**src/rtl/lsl_pkg.sv**
```systemverilog
package lsl_pkg;
  localparam int unsigned DEF_NUM_CH    = 8;
  localparam int unsigned DEF_CODE_W    = 6;
  localparam int unsigned DEF_MIN_STB   = 2;
  localparam int unsigned DEF_MIN_GAP   = 2;

  // Reference half for a channel: even index takes the upper set when pol=0
  function automatic logic upper_for(input int unsigned idx, input logic pol);
    return ((idx % 2) == 0) ? ~pol : pol;
  endfunction
endpackage

```
**src/rtl/lsl_strobe_edges.sv**
```systemverilog
module lsl_strobe_edges (
  input  logic clk,
  input  logic rst,
  input  logic strobe_i,
  output logic rise_o,
  output logic fall_o
);
  logic strobe_q;

  always_ff @(posedge clk) begin
    if (rst) strobe_q <= 1'b0;
    else     strobe_q <= strobe_i;
  end

  assign rise_o = strobe_i & ~strobe_q;
  assign fall_o = ~strobe_i & strobe_q;
endmodule

```
**src/rtl/lsl_line_latch.sv**
```systemverilog
module lsl_line_latch #(
  parameter int unsigned NUM_CH = 8,
  parameter int unsigned CODE_W = 6
) (
  input  logic                     clk,
  input  logic                     rst,
  input  logic                     rise_i,
  input  logic                     fall_i,
  input  logic [NUM_CH*CODE_W-1:0] line_i,
  output logic [NUM_CH*CODE_W-1:0] code_o
);
  logic [CODE_W-1:0] hold_q [NUM_CH];
  logic [CODE_W-1:0] out_q  [NUM_CH];

  for (genvar k = 0; k < NUM_CH; k++) begin : g_ch
    always_ff @(posedge clk) begin
      if (rst) begin
        hold_q[k] <= '0;
        out_q[k]  <= '0;
      end else begin
        if (rise_i) hold_q[k] <= line_i[k*CODE_W +: CODE_W];
        if (fall_i) out_q[k]  <= hold_q[k];
      end
    end
    assign code_o[k*CODE_W +: CODE_W] = out_q[k];
  end
endmodule

```
**src/rtl/lsl_polarity_steer.sv**
```systemverilog
module lsl_polarity_steer
  import lsl_pkg::*;
#(
  parameter int unsigned NUM_CH = 8
) (
  input  logic              clk,
  input  logic              rst,
  input  logic              strobe_i,
  input  logic              rise_i,
  input  logic              fall_i,
  input  logic              pol_i,
  output logic [NUM_CH-1:0] upper_sel_o,
  output logic [NUM_CH-1:0] drive_en_o
);
  logic pol_q;

  always_ff @(posedge clk) begin
    if (rst)         pol_q <= 1'b0;
    else if (rise_i) pol_q <= pol_i;
  end

  for (genvar k = 0; k < NUM_CH; k++) begin : g_ch
    always_ff @(posedge clk) begin
      if (rst) begin
        upper_sel_o[k] <= 1'b0;
        drive_en_o[k]  <= 1'b0;
      end else if (strobe_i) begin
        drive_en_o[k]  <= 1'b0;
      end else if (fall_i) begin
        drive_en_o[k]  <= 1'b1;
        upper_sel_o[k] <= upper_for(k, pol_q);
      end
    end
  end
endmodule

```
**src/rtl/lsl_timing_guard.sv**
```systemverilog
module lsl_timing_guard #(
  parameter int unsigned MIN_STB_CYC   = 2,
  parameter int unsigned MIN_START_GAP = 2
) (
  input  logic clk,
  input  logic rst,
  input  logic strobe_i,
  input  logic rise_i,
  input  logic fall_i,
  input  logic start_i,
  output logic err_o
);
  localparam int unsigned WW = $clog2(MIN_STB_CYC + 2);
  localparam int unsigned GW = $clog2(MIN_START_GAP + 2);
  localparam logic [WW-1:0] W_LIM = WW'(MIN_STB_CYC);
  localparam logic [GW-1:0] G_LIM = GW'(MIN_START_GAP);

  logic [WW-1:0] hi_cnt;
  logic [GW-1:0] gap_cnt;
  logic          armed;
  logic          short_fault, early_fault;

  always_ff @(posedge clk) begin
    if (rst) begin
      hi_cnt <= '0;
    end else if (rise_i) begin
      hi_cnt <= WW'(1);
    end else if (strobe_i && hi_cnt < W_LIM) begin
      hi_cnt <= hi_cnt + WW'(1);
    end
  end

  always_ff @(posedge clk) begin
    if (rst) begin
      gap_cnt <= '0;
      armed   <= 1'b0;
    end else if (rise_i) begin
      gap_cnt <= GW'(1);
      armed   <= (G_LIM > GW'(1));
    end else if (armed) begin
      gap_cnt <= gap_cnt + GW'(1);
      if (gap_cnt + GW'(1) >= G_LIM) armed <= 1'b0;
    end
  end

  assign short_fault = fall_i && (hi_cnt < W_LIM);
  assign early_fault = start_i &&
                       ((rise_i && G_LIM != '0) || (armed && gap_cnt < G_LIM));

  always_ff @(posedge clk) begin
    if (rst) err_o <= 1'b0;
    else     err_o <= short_fault | early_fault;
  end
endmodule

```
**src/rtl/line_strobe_latch.sv**
```systemverilog
module line_strobe_latch #(
  parameter int unsigned NUM_CH        = lsl_pkg::DEF_NUM_CH,
  parameter int unsigned CODE_W        = lsl_pkg::DEF_CODE_W,
  parameter int unsigned MIN_STB_CYC   = lsl_pkg::DEF_MIN_STB,
  parameter int unsigned MIN_START_GAP = lsl_pkg::DEF_MIN_GAP
) (
  input  logic                     clk,
  input  logic                     rst,
  input  logic                     strobe_i,
  input  logic                     polarity_i,
  input  logic                     start_i,
  input  logic [NUM_CH*CODE_W-1:0] line_data_i,
  output logic [NUM_CH*CODE_W-1:0] code_o,
  output logic [NUM_CH-1:0]        upper_sel_o,
  output logic [NUM_CH-1:0]        drive_en_o,
  output logic                     proto_err_o
);
  logic rise, fall;

  lsl_strobe_edges u_edges (
    .clk(clk), .rst(rst), .strobe_i(strobe_i), .rise_o(rise), .fall_o(fall)
  );

  lsl_line_latch #(.NUM_CH(NUM_CH), .CODE_W(CODE_W)) u_latch (
    .clk(clk), .rst(rst), .rise_i(rise), .fall_i(fall),
    .line_i(line_data_i), .code_o(code_o)
  );

  lsl_polarity_steer #(.NUM_CH(NUM_CH)) u_steer (
    .clk(clk), .rst(rst), .strobe_i(strobe_i), .rise_i(rise), .fall_i(fall),
    .pol_i(polarity_i), .upper_sel_o(upper_sel_o), .drive_en_o(drive_en_o)
  );

  lsl_timing_guard #(.MIN_STB_CYC(MIN_STB_CYC), .MIN_START_GAP(MIN_START_GAP)) u_guard (
    .clk(clk), .rst(rst), .strobe_i(strobe_i), .rise_i(rise), .fall_i(fall),
    .start_i(start_i), .err_o(proto_err_o)
  );
endmodule

```
**config.mk**
```make
export PLATFORM = sky130hd
export DESIGN_NAME = line_strobe_latch
export DESIGN_NICKNAME = d
export VERILOG_FILES = /design/src/rtl/lsl_pkg.sv /design/src/rtl/lsl_strobe_edges.sv /design/src/rtl/lsl_line_latch.sv /design/src/rtl/lsl_polarity_steer.sv /design/src/rtl/lsl_timing_guard.sv /design/src/rtl/line_strobe_latch.sv
export SDC_FILE = /design/constraint.sdc
export NUM_CORES = 1
export LEC_CHECK = 0
export BUFFER_PORTS_ARGS = -buffer_cell sky130_fd_sc_hd__buf_2
export CAP_MARGIN = 0
export CELL_PAD_IN_SITES_DETAIL_PLACEMENT = 1
export CELL_PAD_IN_SITES_GLOBAL_PLACEMENT = 1
export CORE_ASPECT_RATIO = 1.1
export CORE_MARGIN = 1
export CORE_UTILIZATION = 45
export DETAILED_ROUTE_END_ITERATION = 10
export PLACE_DENSITY = 0.95
export SYNTH_ARGS = -nofsm -noshare
export SYNTH_HDL_FRONTEND = slang
export SYNTH_SLANG_ARGS = --single-unit
```
**constraint.sdc**
```tcl
create_clock -name clk -period 4.8 [get_ports clk]
set_clock_uncertainty 0.05 [all_clocks]
set_input_delay 0.48 -clock clk [delete_from_list [all_inputs] [get_ports clk]]
set_output_delay 0.48 -clock clk [all_outputs]
set_load 0.01 [all_outputs]
```
==> results.md, run 1 <==
* Status: finished, final reports clean
* PwrDens at between 300 and 400 nW/um^2
* Initial Utilization at 0.4605
* Post-Synth XOR/XNOR Area at 0.006464
* Fin crit period at 1923 ps
* Final Max Tran Viols at 0
* Inst Count DP at 467
* Mux share of post-synthesis cell area at 0
* Total CTS buffers at 9
* Setup TNS Final at 0 ps
* Nets@finish at between 400 and 500
* Crit-path leading delay family: simple AND/OR/NAND/NOR gates
* Yosys warnings at 0
* Final Setup Violations at 0
* Sequential area share after synthesis at 0.7633
* Fill count at ~900
* Largest family of logic cells by synthesized area: simple AND/OR/NAND/NOR gates
* Arr. time, crit path at 1740 ps
* Post-synth EDFFs at 96
* Async S/R FF share, synth at 0
* DIE HEIGHT at 101.7 um
* Reg clk slew, reported paths at 90 ps
* Worst slew margin at 0.2445
* Slowest-stage cell, CP: nand2_2
* Reg-to-reg slack, setup at 2880 ps
* First-pass DRT Iterations at 4
* Top_reg_cell synth: edfxtp_1
* CTS-repair resized insts at 0
* Clk_lat worst skew at 370 ps
* Pwr Total at 0.001811 W
* Hold Crit Start: polarity_i
* Post-Synthesis Cell Area at between 4000 and 5000 um^2
* Critical Path RT at 4620 ps
* GR Overflow Total at 0
* Total Wirelength at 7914 um
* Share of the synthesized area in the top cell type at 0.7091
* VDD IR-drop max at 0.1414 mV
* Clock Sink Count at roughly 110
* Worst hold endpoint: u_steer.pol_q
* Die Span X at between 90 and 100 um
* Clk pwr share at 0.327
* Hold crit path type: in2reg
* Synth Area in Compound Gates at 0.01539
* Row cnt at 36
* Fin area at about 4900 um^2
* Crit share post-route at 0.4006
* Layout cells sized above 1 at 0.3794
* Clock tree buffer depth at 2
* Number of antenna diodes at 0
* Share of power burned in registers at 0.605
* Core Footprint at 8828 um^2
* # IOs at 118
* Number of DRC markers in iteration 0 at 54
* PortBufs at 117
* # Post-CTS Setup Buffers at 0
* FF/Latch Area at 3103 um^2
* P&R area growth vs syn at 19.76%
* Reg-to-reg endpoint: u_latch.hold_q[0][9]
* GP Congestion at 0.7254
* Crit path buffers/inverters at 0
* RSZ-0062 raised after global routing: false
* #FFs+latches synth at 107
* Syn avg cell area at 15.64 um^2
* Post-Layout Cell Count at ~480
* Hpwl dp at 5360 um
* Synth cell types at 23
* Vias in the first global route at between 2000 and 2500
* Initial antenna violation count at 0
* Startpoint types: register
* Fmax at 520.0 MHz
* Sw frac at 0.2158
* Crit path largest cell delay at approximately 650 ps
* DRC viols at 0
* Critical path class: reg2reg
* LEAKAGE at 2.089 nW
* Worst r2r path cells at 2
* Max cap viols at 0
* Via Count at 2248
* Share of synthesized cell area in full adder, half adder and majority cells at 0
* Internal power at 0.001420 W
* CP cell instances: nand2b_1 > nand2_2
* CTS tree: done
* Hold-fix buffer count after cts at 0
* Least-Margin Pin Slew at roughly 1100 ps
* First-pass GRT wire length at 11630 um
* H-tree depth at 3
* Antenna-violating nets left at 0
* Mapped Cells at 260
* Full die area at about 9400 um^2
* Area contributors post-synth: edfxtp_1 71%, and2_1 15%, dfxtp_1 5.4%, buf_4 2.8%, a21oi_1 0.49%
* Cell taking the most area after synthesis: edfxtp_1
* List of most frequent post-synthesis cells: 96 x and2_1, 96 x edfxtp_1, 15 x buf_4, 11 x dfxtp_1
* Worst setup EP type: register
* Syn Nets at 313
* Largest net degree at the start of global routing at 51
* Multi-input logic area at 807.0 um^2
* Wire per inst at 16.39 um
* Simple-gate share of the synthesized area at 0.1739
* Clk root buf: clkbuf_8
* Vias/cell at between 4 and 5
* P_sw at around 0.00039 W
* Final hold violations at 0
* Logic gate share of total power at 0.068
* Placed cell areas at between 4000 and 5000 um^2
* Reg2Reg Launch Point: u_edges.strobe_q
* Tot GR Track Use at 0.1724
* WHS Path Cells at 2
* CP max FO at 50
==> cell families after synthesis <==
group                  after synthesis
flip-flops                         107
AND/OR/NAND/NOR                    114
AO/OA/AOI/OAI                        9
XOR/XNOR                             3
buffers and inverters               27
==> power groups by stage <==
stage | clock network (W) | registers (W) | logic (W)
2_1_floorplan | 0 | 0.00113 | 0.0000540
3_3_place_gp | 0 | 0.00111 | 0.000119
3_5_place_dp | 0 | 0.00112 | 0.000124
4_1_cts | 0.000601 | 0.00110 | 0.000125
5_1_grt | 0.000634 | 0.00110 | 0.000135
6_report | 0.000592 | 0.00110 | 0.000123
==> metal layers <==
layer | global-route usage | up-vias | routed length (um)
met5 | 0 | - | 0
met3 | 0.03904 | 23 | 254
li1 | - | 1088 | -
met2 | 0.3134 | 61 | 4345
met4 | 0.1148 | 0 | 350
met1 | 0.1782 | 1076 | 2964
==> layout make-up <==
type | instances | share of cell area
tap | 114 | 0.02930
sequential | 107 | 0.6374
clock buffer | 9 | 0.02544
clock inverter | 7 | 0.01876
multi-input combinational | 126 | 0.1658
inverter | 2 | 0.001542
timing repair buffer | 118 | 0.1218
==> placed cells by master (no fill, tap or decap), types with 2 or more instances in the layout <==
master and instances:
a21oi_1 4, nand2_1 2, a31o_2 2, xnor2_1 2, nor3_1 3, buf_2 117, clkbuf_8 9, nand2b_1 2
inv_1 2, dfxtp_1 11, nor2_1 4, edfxtp_1 96, bufinv_16 2, and2_1 96, clkinv_2 2, nand2_2 2
a32o_1 2
==> how the worst max path moves through the flow <==
stage | startpoint | to | slack, ps | cells past startpoint
6_report | u_edges.strobe_q | u_latch.hold_q[0][9] | 2880 | 2
5_1_grt | u_edges.strobe_q | u_latch.hold_q[0][9] | 2700 | 2
3_3_place_gp | strobe_i | u_latch.out_q[1][18] | 2690 | 3
2_1_floorplan | strobe_i | u_latch.out_q[0][0] | 2490 | 3
3_5_place_dp | rst | u_latch.hold_q[1][16] | 2620 | 3
4_1_cts | u_edges.strobe_q | u_latch.hold_q[0][9] | 2850 | 2
==> sequential cells by signal (all words and copies together), names as in the netlist <==
register and cells:
u_edges.strobe_q 1, u_guard.armed 1, u_guard.err_o 1, u_guard.gap_cnt 2, u_guard.hi_cnt 2, u_latch.hold_q 48, u_latch.out_q 48, u_steer.drive_en_o 1
u_steer.pol_q 1, u_steer.upper_sel_o 2
==> stage by stage <==
| step | setup WS, ps | hold slack, ps | utilization |
|---|---|---|---|
| after CTS | 2847 | 262.5 | 0.5514 |
| final | 2877 | 281.5 | 0.5514 |
| after detailed placement | 2619 | 460.8 | 0.5271 |
| after global routing | 2699 | 264.0 | 0.5514 |
| after floorplan | 2490 | 415.0 | - |
| after global placement | 2694 | 445.1 | 0.5271 |
No activity file was read; power rests on OpenSTA's default activity.
==> run 2: changes to the inputs <==
--- a/config.mk
+++ b/config.mk
@@ -11,9 +11,9 @@
 export CELL_PAD_IN_SITES_GLOBAL_PLACEMENT = 1
 export CORE_ASPECT_RATIO = 1.1
 export CORE_MARGIN = 1
-export CORE_UTILIZATION = 45
+export CORE_UTILIZATION = 41
 export DETAILED_ROUTE_END_ITERATION = 10
-export PLACE_DENSITY = 0.95
+export PLACE_DENSITY = 0.9
 export SYNTH_ARGS = -nofsm -noshare
 export SYNTH_HDL_FRONTEND = slang
 export SYNTH_SLANG_ARGS = --single-unit
==> constraint.sdc (replaced) <==
create_clock -name clk -period 2 [get_ports clk]
set_clock_uncertainty 0.05 [all_clocks]
set_input_delay 0.2 -clock clk [delete_from_list [all_inputs] [get_ports clk]]
set_output_delay 0.2 -clock clk [all_outputs]
set_load 0.01 [all_outputs]
==> run 2 against run 1 <==
Compared with the run above:
- first-iteration DRC count is 9.3% lower
- maximum frequency rose by 28%
- worst setup slack got worse by 2400 ps
- power is 130% higher
- sequential cell count unchanged
- via count is 1.2% higher
- clock power grew 120%
- combinational power increased by 150%
- largest power group unchanged
- highest routed layer unchanged
==> results.md, run 2 (same netlist as run 1, synthesis figures left out) <==
* Fill count at 972
* Fin crit period at between 1500 and 2000 ps
* Crit path largest cell delay at 380 ps
* Commonest cells after routing, fill and taps aside: 117 x buf_2, 96 x and2_1, 96 x edfxtp_1, 11 x dfxtp_1, 10 x clkbuf_8
* GP Congestion at 0.6891
* WHS at around 28 ps
* Tot GR Track Use at 0.1564
* Worst slew margin at 0.6900
* Critical path class: reg2reg
* # Post-CTS Setup Buffers at 0
* Reg-to-reg slack, setup at 500 ps
* CTS-repair resized insts at 0
* DIE HEIGHT at 106.4 um
* First-pass DRT Iterations at 4
* Slowest-stage cell, CP: dfxtp_1
* Hold crit path type: in2reg
* Core Footprint at 9490 um^2
* Reg2Reg Launch Point: u_edges.strobe_q
* Total Wirelength at 7799 um
* LEAKAGE at 2.100 nW
* Clk root buf: clkbuf_8
* P&R area growth vs syn at 20.13%
* Full die area at 10320 um^2
* H-tree depth at 3
* CP max FO at 30
* Critical Path RT at approximately 2000 ps
* Setup TNS Final at 0 ps
* Status: finished, final reports clean
* Max cap viols at 0
* Initial Utilization at 0.4283
* Most common cell after layout, fill and taps aside: buf_2
* RSZ-0062 raised after global routing: false
* Worst r2r path cells at 3
* VDD IR-drop max at ~0.41 mV
* Hold-fix buffer count after cts at 0
* Number of DRC markers in iteration 0 at 49
* WHS Path Cells at 2
* Wire per inst at 15.88 um
* Die Span X at 96.94 um
* Hpwl dp at 5713 um
* Nets@finish at 422
* # IOs at about 120
* Clock tree buffer depth at 2
* Reg-to-reg endpoint: u_latch.hold_q[0][9]
* Final hold violations at 0
* Pwr Total at 0.004217 W
* Antenna-violating nets left at 0
* CP cell instances: nand2b_1 > nand2_2 > buf_4
* Largest registers: u_latch.hold_q x48, u_latch.out_q x48
* Worst hold endpoint: u_steer.pol_q
* Post-Place Setup Slack at 500.4 ps
* CTS tree: done
* Initial antenna violation count at 1
* Fin util at 0.5146
* Crit share post-route at 0.7503
* Layout cells sized above 1 at 0.3824
* Row cnt at 37
* PwrDens at between 800 and 900 nW/um^2
* Clock Sink Count at approximately 110
* Startpoint types: register
* Largest net degree at the start of global routing at 51
* Hold Crit Start: polarity_i
* PortBufs at 117
* Post-route setup slack at 499.4 ps
* Clk_lat worst skew at around 360 ps
* GR Overflow Total at 0
* Worst setup EP type: register
* DRC viols at 0
* Fmax at 666.4 MHz
* Vias/cell at 4.631
* Final Setup Violations at 0
* Via Count at 2274
* Arr. time, crit path at 1480 ps
* First-pass GRT wire length at 12190 um
* Least-Margin Pin Slew at 465.0 ps
* Vias in the first global route at 2406
* Reg clk slew, reported paths at 90 ps
* Total CTS buffers at 9
* Number of antenna diodes at 0
* Final Max Tran Viols at 0
[run 2: critical path, delay by kind of cell, from the launching register on]
family,cells,cell delay [ps]
buf+inv,1,350
flops,1,380
simple gates,2,370
[run 2: how the worst max path moves through the flow]
stage	to	start
floorplan	u_latch.hold_q[0][0]	u_edges.strobe_q
global placement	u_latch.hold_q[1][18]	strobe_i
detailed placement	u_latch.hold_q[1][16]	u_edges.strobe_q
CTS	u_latch.hold_q[1][18]	u_edges.strobe_q
global route	u_latch.hold_q[0][9]	u_edges.strobe_q
finish	u_latch.hold_q[0][9]	u_edges.strobe_q
[run 2: routing by layer]
layer  track usage  share of wire  vias up
li1              -              -     1094
met1        0.1648           0.37     1086
met2        0.2817           0.55       71
met3       0.03550          0.043       23
met4       0.09915          0.037        0
met5             0              0        -
[run 2: power breakdown]
group          total, W  internal, W  switching, W
Sequential      0.00262      0.00258     0.0000453
Clock           0.00129     0.000612      0.000680
Combinational  0.000302     0.000130      0.000172
Total           0.00422      0.00332      0.000897
[run 2: area by class of cell]
cell class / count / area [um^2] / share of cell area
Timing Repair Buffer: 123 / 630.6 / 0.1291
Tap cell: 117 / 146.4 / 0.02998
Sequential cell: 107 / 3103 / 0.6354
Clock buffer: 13 / 148.9 / 0.03049
Clock inverter: 3 / 40.04 / 0.008199
Multi-Input combinational cell: 126 / 807.0 / 0.1653
Inverter: 2 / 7.507 / 0.001537
[run 2: metrics by stage]
step	cell area, um^2	std cells
2_1_floorplan	4070	260
3_3_place_gp	4695	475
3_5_place_dp	4695	475
4_1_cts	4883	491
5_1_grt	4883	491
6_report	4883	491
==> run 3: changes to the inputs <==
--- a/config.mk
+++ b/config.mk
@@ -5,15 +5,16 @@
 export SDC_FILE = /design/constraint.sdc
 export NUM_CORES = 1
 export LEC_CHECK = 0
+export ABC_AREA = 1
 export BUFFER_PORTS_ARGS = -buffer_cell sky130_fd_sc_hd__buf_2
 export CAP_MARGIN = 0
 export CELL_PAD_IN_SITES_DETAIL_PLACEMENT = 1
 export CELL_PAD_IN_SITES_GLOBAL_PLACEMENT = 1
 export CORE_ASPECT_RATIO = 1.1
 export CORE_MARGIN = 1
-export CORE_UTILIZATION = 41
+export CORE_UTILIZATION = 40
 export DETAILED_ROUTE_END_ITERATION = 10
-export PLACE_DENSITY = 0.9
+export PLACE_DENSITY = 0.91
 export SYNTH_ARGS = -nofsm -noshare
 export SYNTH_HDL_FRONTEND = slang
 export SYNTH_SLANG_ARGS = --single-unit
==> constraint.sdc (replaced) <==
create_clock -name clk -period 1.55 [get_ports clk]
set_clock_uncertainty 0.05 [all_clocks]
set_input_delay 0.155 -clock clk [delete_from_list [all_inputs] [get_ports clk]]
set_output_delay 0.155 -clock clk [all_outputs]
set_load 0.01 [all_outputs]
==> run 3 against run 2 <==
Compared with the run above:
- synthesized area grew 5.4%
- core utilization shrank 0.80 points
- critical path type unchanged
- die area grew 7.9%
- maximum frequency grew 5.6%
- via count grew 19%
- sequential power grew 29%
- non-clock buffer count is the same
- power grew 47%
- first-iteration DRC count grew 49%
- synthesized cell count grew 44%
==> results.md, run 3 <==
* Status: finished, final reports clean
* Critical path class: reg2reg
* #FFs+latches synth at 107
* LEAKAGE at 2.511 nW
* Antenna-violating nets left at 0
* Clock tree buffer depth at 2
* Cell taking the most area after synthesis: edfxtp_1
* Sequential area share after synthesis at 0.7243
* Reg clk slew, reported paths at 60 ps
* Number of antenna diodes at 0
* Most common cell after layout, fill and taps aside: buf_2
* Die Span X at 100.7 um
* Synth cell types at 17
* Share of the synthesized area in the top cell type at 0.6729
* Mapped Cells at 375
* Nets@finish at 539
* CTS tree: done
* Clk pwr share at 0.379
* Share of power burned in registers at 0.543
* CTS-repair resized insts at 0
* Row cnt at 39
* VDD IR-drop max at 0.6443 mV
* Fin util at 0.5066
* Vias in the first global route at 2953
* GR Overflow Total at 0
* Arr. time, crit path at 1400 ps
* Fill count at 1171
* Yosys warnings at 0
* CP cell instances: inv_2 > nand2_1 > nand2_4 > buf_12
* DRC viols at 0
* Area contributors post-synth: edfxtp_1 67%, inv_1 9.0%, nor2_1 8.1%, dfxtp_1 5.1%, buf_4 2.3%
* Number of DRC markers in iteration 0 at 73
* Setup TNS Final at 0 ps
* Total Wirelength at 8525 um
* Top_reg_cell synth: edfxtp_1
* First-pass DRT Iterations at 4
* Startpoint types: register
* Initial Utilization at 0.4122
* Syn avg cell area at 11.42 um^2
* Core Footprint at between 10000 and 15000 um^2
* Commonest cells after routing, fill and taps aside: 117 x buf_2, 103 x inv_1, 96 x edfxtp_1, 92 x nor2_1, 19 x nand2_1
* Clk root buf: clkbuf_16
* P&R area growth vs syn at 22.90%
* Max cap viols at 0
* RSZ-0062 raised after global routing: false
* Async S/R FF share, synth at 0
* Crit-path leading delay family: simple AND/OR/NAND/NOR gates
* Final hold violations at 0
* Internal power at 0.004898 W
* Initial antenna violation count at 0
* PortBufs at 117
* PwrDens at 1178 nW/um^2
* Worst slew margin at 0.8187
* Vias/cell at 4.291
* First-pass GRT wire length at 13820 um
* DIE HEIGHT at roughly 110 um
* Critical Path RT at 1530 ps
* Fmax at 703.7 MHz
* P_sw at 0.001303 W
* Syn Nets at about 430
* Total CTS buffers at 9
* Sw frac at 0.2101
* GP Congestion at ~0.7
* Crit share post-route at 0.9168
* Clock Sink Count at 107
* Worst setup EP type: register
* Clk_lat worst skew at 330 ps
* Hpwl dp at 6332 um
* H-tree depth at 3
* Fin crit period at 1421 ps
* List of most frequent post-synthesis cells: 103 x inv_1, 96 x edfxtp_1, 92 x nor2_1, 22 x nand2_1, 13 x buf_4
* Post-synth EDFFs at 96
* Largest net degree at the start of global routing at 51
* Slowest-stage cell, CP: dfxtp_1
* Hold-fix buffer count after cts at 0
* # Post-CTS Setup Buffers at 0
* Via Count at 2716
* Full die area at 11130 um^2
* # IOs at 118
* Logic gate share of total power at 0.078
* Largest registers: u_latch.hold_q x48, u_latch.out_q x48
* CP max FO at 30
* Wire per inst at 13.47 um
* Crit path buffers/inverters at 2
* Post-Synthesis Cell Area at 4284 um^2
* Tot GR Track Use at 0.1649
* Crit path largest cell delay at 340 ps
* Layout cells sized above 1 at 0.3163
* WHS at roughly 34 ps
* Most common cell in the netlist: inv_1
* Least-Margin Pin Slew at 272.0 ps
* Final Setup Violations at 0
* Final Max Tran Viols at 0
* Hold crit path type: in2reg
==> run 3: changes by cell type after synthesis, moves of 4 or more <==
| cell | change |
|---|---|
| and2_1 | -96 |
| buf_6 | +8 |
| nor2_2 | +10 |
| nor2_1 | +88 |
| clkbuf_2 | -4 |
| nand3_1 | +7 |
| inv_1 | +101 |
| nand2_1 | +18 |
==> run 3: path summary, 6_finish.rpt <==
check | startpoint | to | slack [ps] | cells after the start
setup / recovery | u_edges.strobe_q | u_latch.hold_q[0][17] | 130 | 4
hold / removal | polarity_i | u_steer.pol_q | 30 | 3
setup reg to reg | u_edges.strobe_q | u_latch.hold_q[0][17] | 130 | 4
hold reg to reg | u_guard.armed | u_guard.armed | 460 | 2
==> run 3: cell families (layout without fill, tap and decap cells) <==
family,after synthesis,in the layout,synth area share
simple gates,136,136,0.1332
compound gates,3,3,0.003504
buf+inv,129,244,0.1390
flops,107,107,0.7243
==> run 3: final cells by class <==
type | instances | area [um^2] | area share
Timing Repair Buffer | 123 | 680.7 | 0.1293
Tap cell | 143 | 178.9 | 0.03398
Clock inverter | 5 | 77.57 | 0.01473
Sequential cell | 107 | 3103 | 0.5894
Clock buffer | 10 | 229.0 | 0.04349
Inverter | 106 | 397.9 | 0.07557
Multi-Input combinational cell | 139 | 598.1 | 0.1136
==> run 3: tightest hold or removal path: cells and delay by family <==
kind                   cells  cell delay [ps]
buffers and inverters      1               80
and+or+nand+nor            2              140
==> run 3: power groups by stage <==
stage	Clock [W]	Combinational (W)	Sequential (W)
floorplan	0	0.000231	0.00346
global placement	0	0.000455	0.00342
detailed placement	0	0.000490	0.00343
CTS	0.00240	0.000492	0.00337
global route	0.00252	0.000537	0.00338
finish	0.00235	0.000482	0.00337
==> run 3: stage by stage <==
step	setup slack (ps)	instances	power (W)	instance area, um^2
2_1_floorplan	91.37	375	0.003694	4294
4_1_cts	116.3	633	0.006263	5265
3_3_place_gp	202.6	618	0.003877	4959
5_1_grt	76.65	633	0.006437	5265
6_report	128.9	633	0.006201	5265
3_5_place_dp	125.6	618	0.003924	4959
==> run 3: layer usage <==
metal,up-vias,share of wire,GRT usage
met5,-,0,0
met4,0,0.010,0.04638
met3,9,0.045,0.03481
met2,88,0.56,0.3187
met1,1282,0.38,0.1757
li1,1337,-,-
